===== config.mk =====
export PLATFORM = sky130hd
export DESIGN_NAME = phy_reg_seq
export DESIGN_NICKNAME = d
export VERILOG_FILES = /design/src/rtl/phy_reg_seq.sv
export SDC_FILE = /design/constraint.sdc
export NUM_CORES = 1
export LEC_CHECK = 0
export ABC_AREA = 1
export BUFFER_PORTS_ARGS = -buffer_cell sky130_fd_sc_hd__buf_2
export CAP_MARGIN = 40
export CORE_MARGIN = 4
export CORE_UTILIZATION = 40
export CTS_CLUSTER_SIZE = 30
export DETAILED_ROUTE_END_ITERATION = 16
export PLACE_DENSITY_LB_ADDON = 0.2
export RECOVER_POWER = 25
export SLEW_MARGIN = 20
export SYNTH_ARGS = -nofsm -noshare
export SYNTH_HDL_FRONTEND = slang
export SYNTH_SLANG_ARGS = --single-unit

===== constraint.sdc =====
create_clock -name clk -period 2.1 [get_ports clk]
set_clock_uncertainty 0.15 [all_clocks]
set_input_delay 0.105 -clock clk [delete_from_list [all_inputs] [get_ports clk]]
set_output_delay 0.105 -clock clk [all_outputs]
set_load 0.005 [all_outputs]

===== src/rtl/phy_reg_seq.sv =====
module phy_reg_seq #(
  parameter int POLL_LIMIT = 10,
  parameter int SAMPLE_GAP = 200
) (
  input  logic        clk,
  input  logic        rst_n,
  input  logic        req,
  input  logic        rd_nwr,
  input  logic [15:0] addr,
  input  logic [15:0] wdata,
  output logic        ready,
  output logic        done,
  output logic        err,
  output logic [15:0] rdata,
  output logic [19:0] ctl,
  input  logic [16:0] stat
);
  localparam int TW = $clog2(POLL_LIMIT + 1);
  localparam int GW = $clog2(SAMPLE_GAP + 1);

  typedef enum logic [3:0] {
    IDLE, A_SET, A_CAP, A_REL, R_STB, R_CLR,
    W_SET, W_CAP, W_REL, W_STB, W_END, FIN
  } st_t;

  st_t st, nxt;
  logic [15:0] addr_q, wdata_q;
  logic        op_rd_q, fail_q, err_q, done_q;
  logic [15:0] rdata_q;
  logic [1:0]  ack_sync;
  logic [TW-1:0] tries;
  logic [GW-1:0] gap;
  logic waiting, want, ack_s;

  assign ack_s   = ack_sync[1];
  assign ready   = (st == IDLE);
  assign done    = done_q;
  assign err     = err_q;
  assign rdata   = rdata_q;
  assign waiting = st inside {A_CAP, A_REL, R_STB, R_CLR, W_CAP, W_REL, W_STB, W_END};
  assign want    = st inside {A_CAP, R_STB, W_CAP, W_STB};

  always_comb begin
    case (st)
      A_SET, A_REL:         ctl = {4'b0000, addr_q};
      A_CAP:                ctl = {4'b0001, addr_q};
      R_STB:                ctl = {4'b1000, 16'h0000};
      W_SET, W_REL, W_END:  ctl = {4'b0000, wdata_q};
      W_CAP:                ctl = {4'b0010, wdata_q};
      W_STB:                ctl = {4'b0100, 16'h0000};
      default:              ctl = 20'h0;
    endcase
  end

  always_comb begin
    case (st)
      A_SET:   nxt = A_CAP;
      A_CAP:   nxt = A_REL;
      A_REL:   nxt = op_rd_q ? R_STB : W_SET;
      R_STB:   nxt = R_CLR;
      R_CLR:   nxt = FIN;
      W_SET:   nxt = W_CAP;
      W_CAP:   nxt = W_REL;
      W_REL:   nxt = W_STB;
      W_STB:   nxt = W_END;
      W_END:   nxt = FIN;
      default: nxt = IDLE;
    endcase
  end

  always_ff @(posedge clk or negedge rst_n) begin
    if (!rst_n) ack_sync <= 2'b00;
    else        ack_sync <= {ack_sync[0], stat[16]};
  end

  always_ff @(posedge clk or negedge rst_n) begin
    if (!rst_n) begin
      st      <= IDLE;
      addr_q  <= '0;
      wdata_q <= '0;
      op_rd_q <= 1'b0;
      fail_q  <= 1'b0;
      err_q   <= 1'b0;
      done_q  <= 1'b0;
      rdata_q <= '0;
      tries   <= '0;
      gap     <= '0;
    end else begin
      done_q <= 1'b0;
      if (st == IDLE) begin
        if (req) begin
          addr_q  <= addr;
          wdata_q <= wdata;
          op_rd_q <= rd_nwr;
          fail_q  <= 1'b0;
          tries   <= '0;
          gap     <= '0;
          st      <= A_SET;
        end
      end else if (st == FIN) begin
        done_q <= 1'b1;
        err_q  <= fail_q;
        st     <= IDLE;
      end else if (!waiting) begin
        st <= nxt;
      end else if (gap != '0) begin
        gap <= gap - 1'b1;
      end else if (ack_s == want) begin
        if (st == R_STB) rdata_q <= stat[15:0];
        tries <= '0;
        st    <= nxt;
      end else if (tries == TW'(POLL_LIMIT - 1)) begin
        tries  <= '0;
        fail_q <= 1'b1;
        st     <= FIN;
      end else begin
        tries <= tries + 1'b1;
        gap   <= GW'(SAMPLE_GAP - 1);
      end
    end
  end

  a_r2_one_ctrl: assert property (@(posedge clk) disable iff (!rst_n)
    $onehot0(ctl[19:16]));
  a_r3_rd_after_addr: assert property (@(posedge clk) disable iff (!rst_n)
    $rose(ctl[19]) |-> $past(ctl[16:0]) == {1'b0, addr_q});
  a_r4_wr_after_data: assert property (@(posedge clk) disable iff (!rst_n)
    $rose(ctl[18]) |-> ($past(ctl[15:0]) == wdata_q) && !$past(ctl[17]));
  a_r5_tries_bound: assert property (@(posedge clk) disable iff (!rst_n)
    int'(tries) < POLL_LIMIT);
  a_r6_done_ctl_zero: assert property (@(posedge clk) disable iff (!rst_n)
    done |-> ctl == 20'h0);
  a_r6_done_pulse: assert property (@(posedge clk) disable iff (!rst_n)
    done |=> !done);
  a_r7_busy_hold: assert property (@(posedge clk) disable iff (!rst_n)
    !ready |=> $stable(addr_q) && $stable(wdata_q));
endmodule


==> impl_metrics.xml <==
<?xml version="1.0" encoding="UTF-8"?>
<metrics>
  <group name="sta">
    <metric name="final_period_minus_worst_setup_slack" unit="ns">1.94</metric>
    <metric name="finalSetupViolations" unit="">0</metric>
    <metric name="min_period_over_period" unit="%">92.3</metric>
    <metric name="finalSetupTns" unit="ns">0</metric>
    <metric name="final_max_slew_viol_count" unit="">0</metric>
    <metric name="rsz0062_at_grt" unit="">no</metric>
    <metric name="max_slew_margin" unit="%">36.9</metric>
    <metric name="report.final.hold_viol_count" unit="">0</metric>
    <metric name="final.hold.worst_slack" unit="ns">0.134</metric>
    <metric name="fmax" unit="MHz">516</metric>
    <metric name="tightestPinTransition" unit="ns">0.946</metric>
  </group>
  <group name="setup_path">
    <metric name="timing.critical_path.fanout_max" unit="">16</metric>
    <metric name="cp.required" unit="ns">1.85</metric>
    <metric name="worst-endpoint-arrival" unit="ns">1.68</metric>
    <metric name="worstSetupStartpointType" unit="">flip-flop</metric>
    <metric name="timing_worst_setup_path_type" unit="">flip-flop to output port</metric>
    <metric name="cp-end-kind" unit="">output port</metric>
  </group>
  <group name="floorplanning">
    <metric name="row_count" unit="">33</metric>
    <metric name="die-height" unit="um">101</metric>
    <metric name="start_util" unit="%">41.7</metric>
    <metric name="die_area" unit="um^2">10200</metric>
    <metric name="io_pins" unit="">92</metric>
    <metric name="core" unit="um^2">8340</metric>
    <metric name="fp.dieW" unit="um">101</metric>
  </group>
  <group name="detailed_routing">
    <metric name="drt-total-wl" unit="um">8430</metric>
    <metric name="vias" unit="">3144</metric>
    <metric name="drt.antenna.violating_nets" unit="">0</metric>
    <metric name="drt-vias-per-instance" unit="">4.69</metric>
    <metric name="detail_route.drc_violations" unit="">0</metric>
    <metric name="detailedRoute.firstIterationViolations" unit="">120</metric>
    <metric name="initial_drt_pass_iterations" unit="">4</metric>
    <metric name="wire_per_inst" unit="um">12.6</metric>
  </group>
  <group name="clock_tree">
    <metric name="clock_latency" unit="ns">0.34</metric>
    <metric name="cts_tree" unit="">yes</metric>
    <metric name="cts_inserted_buffers" unit="">9</metric>
    <metric name="cts.path.max_buffers" unit="">2</metric>
    <metric name="cts.clk_slew.worst_paths" unit="ns">0.08</metric>
    <metric name="clock_sinks" unit="">70</metric>
    <metric name="h-tree-depth" unit="">3</metric>
    <metric name="root_buffer" unit="">clkbuf_8</metric>
    <metric name="postCtsResizedCells" unit="">0</metric>
    <metric name="cts_setup_buffers" unit="">0</metric>
  </group>
  <group name="power_and_ir_drop">
    <metric name="clock_power_share" unit="%">19.6</metric>
    <metric name="netSwitchingPower" unit="mW">2.78</metric>
    <metric name="ir_drop" unit="mV">0.757</metric>
    <metric name="share_seq_of_total_power" unit="%">32.8</metric>
    <metric name="cellInternalPower" unit="mW">4.04</metric>
    <metric name="sw_share" unit="%">40.8</metric>
    <metric name="part_of_the_power_in_combinational_logic" unit="%">47.6</metric>
    <metric name="post-layout-total-power" unit="mW">6.82</metric>
    <metric name="power.static_leakage" unit="nW">2.57</metric>
    <metric name="power-per-cell-area" unit="nW/um^2">1420</metric>
  </group>
  <group name="logic_synthesis">
    <metric name="synth_ff_type" unit="">dfrtp_1</metric>
    <metric name="synth.largest_area_cell" unit="">dfrtp_1</metric>
    <metric name="post_synthesis_average_cell_area" unit="um^2">8.39</metric>
    <metric name="netlist-cell-type-count" unit="">32</metric>
    <metric name="synthesis.yosys.warnings" unit="">0</metric>
    <metric name="ys_seq_area_share" unit="%">50.4</metric>
    <metric name="synth.net_count" unit="">471</metric>
    <metric name="synth_top_cells_by_area" unit="">dfrtp_1 (50%), nand2_1 (18%), a32o_1 (4.6%), inv_1 (3.7%), o21ai_0 (3.2%)</metric>
    <metric name="yosys_register_bits" unit="">70</metric>
    <metric name="synth_cells" unit="">414</metric>
    <metric name="synth-edff-count" unit="">0</metric>
    <metric name="synth.most_common_cell" unit="">nand2_1</metric>
    <metric name="postSynth.asyncResetShare" unit="%">100</metric>
    <metric name="mappedNetlistArea" unit="um^2">3470</metric>
    <metric name="post_synth_most_frequent_cells" unit="">nand2_1 (164), dfrtp_1 (70), inv_1 (34), o21ai_0 (22), nand3_1 (18)</metric>
    <metric name="synth_top_area_share" unit="%">50.4</metric>
  </group>
  <group name="layout">
    <metric name="final_core_utilization" unit="%">57.7</metric>
    <metric name="num-fill-cells" unit="">773</metric>
    <metric name="area_growth_syn_to_layout" unit="%">38.4</metric>
    <metric name="layout_cell_share_with_drive_strength_beyond_1" unit="%">27.4</metric>
    <metric name="insertedDiodeCount" unit="">0</metric>
    <metric name="fin_nets" unit="">617</metric>
  </group>
  <group name="grt">
    <metric name="antenna_found_initial" unit="">0</metric>
    <metric name="wire_length_of_the_first_global_routing_pass" unit="um">14600</metric>
    <metric name="grt_max_degree" unit="">71</metric>
    <metric name="groute.usage.overall" unit="%">17.8</metric>
    <metric name="first_global_vias" unit="">3234</metric>
    <metric name="gr_ovfl_total" unit="">0</metric>
  </group>
  <group name="placed_design">
    <metric name="globalplace.congestion" unit="">0.909</metric>
    <metric name="number_of_i_o_port_buffers" unit="">91</metric>
    <metric name="hpwlAfterDp" unit="um">5500</metric>
  </group>
  <group name="flow_run">
    <metric name="timing.max_cap.violations" unit="">0</metric>
  </group>
  <group name="status">
    <metric name="outcome" unit="">finished, final reports clean</metric>
  </group>
  <group name="hold_path">
    <metric name="min-delay-path-class" unit="">primary input to flip-flop</metric>
  </group>
</metrics>
==> per-layer routing <==
metal | GRT usage, % | routed length, um
met5 | 0 | 0
met4 | 6.03 | 105
met3 | 4.55 | 410
met2 | 28.7 | 4020
met1 | 23.5 | 3890
==> flip-flops by register name, summed over array words and instances (netlist names) <==
name / count
rdata: 16
ack_sync: 2
done: 1
err: 1
tries: 4
wdata_q: 16
gap: 8
op_rd_q: 1
addr_q: 16
fail_q: 1
st: 4
==> area by class of cell <==
class / count / area, um^2 / share of cell area (%)
Sequential cell: 70 / 1750 / 36.4
Clock inverter: 5 / 106 / 2.21
Inverter: 42 / 160 / 3.33
Timing Repair Buffer: 149 / 1020 / 21.2
Multi-Input combinational cell: 288 / 1500 / 31.2
Clock buffer: 11 / 141 / 2.94
Tap cell: 105 / 131 / 2.73
==> logic make-up (layout without fill, tap and decap cells) <==
| group | Yosys count | after routing | synth area share [%] |
|---|---|---|---|
| compound gates | 52 | 52 | 10.8 |
| xor+xnor | 5 | 5 | 1.26 |
| fa+ha+maj | 4 | 4 | 1.44 |
| buf+inv | 56 | 207 | 6.41 |
| flops | 70 | 70 | 50.4 |
| simple gates | 227 | 227 | 29.7 |
==> through the flow <==
stage | instance area [um^2] | std cells | setup slack [ns]
after detailed placement | 4060 | 603 | 0.198
after floorplan | 3470 | 414 | 0.355
final | 4810 | 670 | 0.161
after global routing | 4810 | 670 | 0.0215
after CTS | 4820 | 670 | 0.185
after global placement | 4060 | 603 | 0.214
==> power by group through the flow <==
stage	combinational, mW	sequential, mW	clock, mW
after CTS	3.29	2.23	1.37
final	3.25	2.24	1.34
after detailed placement	3.21	2.25	0
after floorplan	2.39	2.19	0
after global routing	3.71	2.31	1.43
after global placement	3.19	2.24	0
==> layout by cell type, fill, tap and decap left out, drive strengths merged, types with 3 or more instances in the layout <==
cell type / instances
nand2: 173
buf: 97
dfrtp: 70
dlygate4sd3: 51
inv: 42
o21ai: 33
nand3: 21
nor2: 21
a32o: 16
clkbuf: 12
nand4: 5
xor2: 4
nor3: 4
ha: 4
or2: 3
bufinv: 3
==> worst max-delay path: stages (launching register included) <==
cell     delay [ns]
dfrtp_1        0.44
inv_2          0.10
nand2_2        0.10
o21ai_1        0.15
buf_4          0.24
a32o_1         0.19
buf_2          0.12
==> timing repair <==
| item | CTS | global route |
|---|---|---|
| hold buffers | 51 | 0 |
| setup endpoints to repair | 0 | 0 |
| hold endpoints to repair | 120 | 0 |
==> worst paths after layout <==
check / from / end / slack, ns / cells past startpoint
worst max-delay path: st[3] / ctl[13] / 0.16 / 6
worst min-delay path: req / st[2] / 0.13 / 5
worst max register to register: st[3] / gap[2] / 0.21 / 10
worst min register to register: ack_sync[0] / ack_sync[1] / 0.20 / 0
max in group asynchronous: rst_n / addr_q[15] / 0.78 / 3
min in group asynchronous: rst_n / rdata[14] / 0.42 / 3
(Power assumes the default switching activity.)
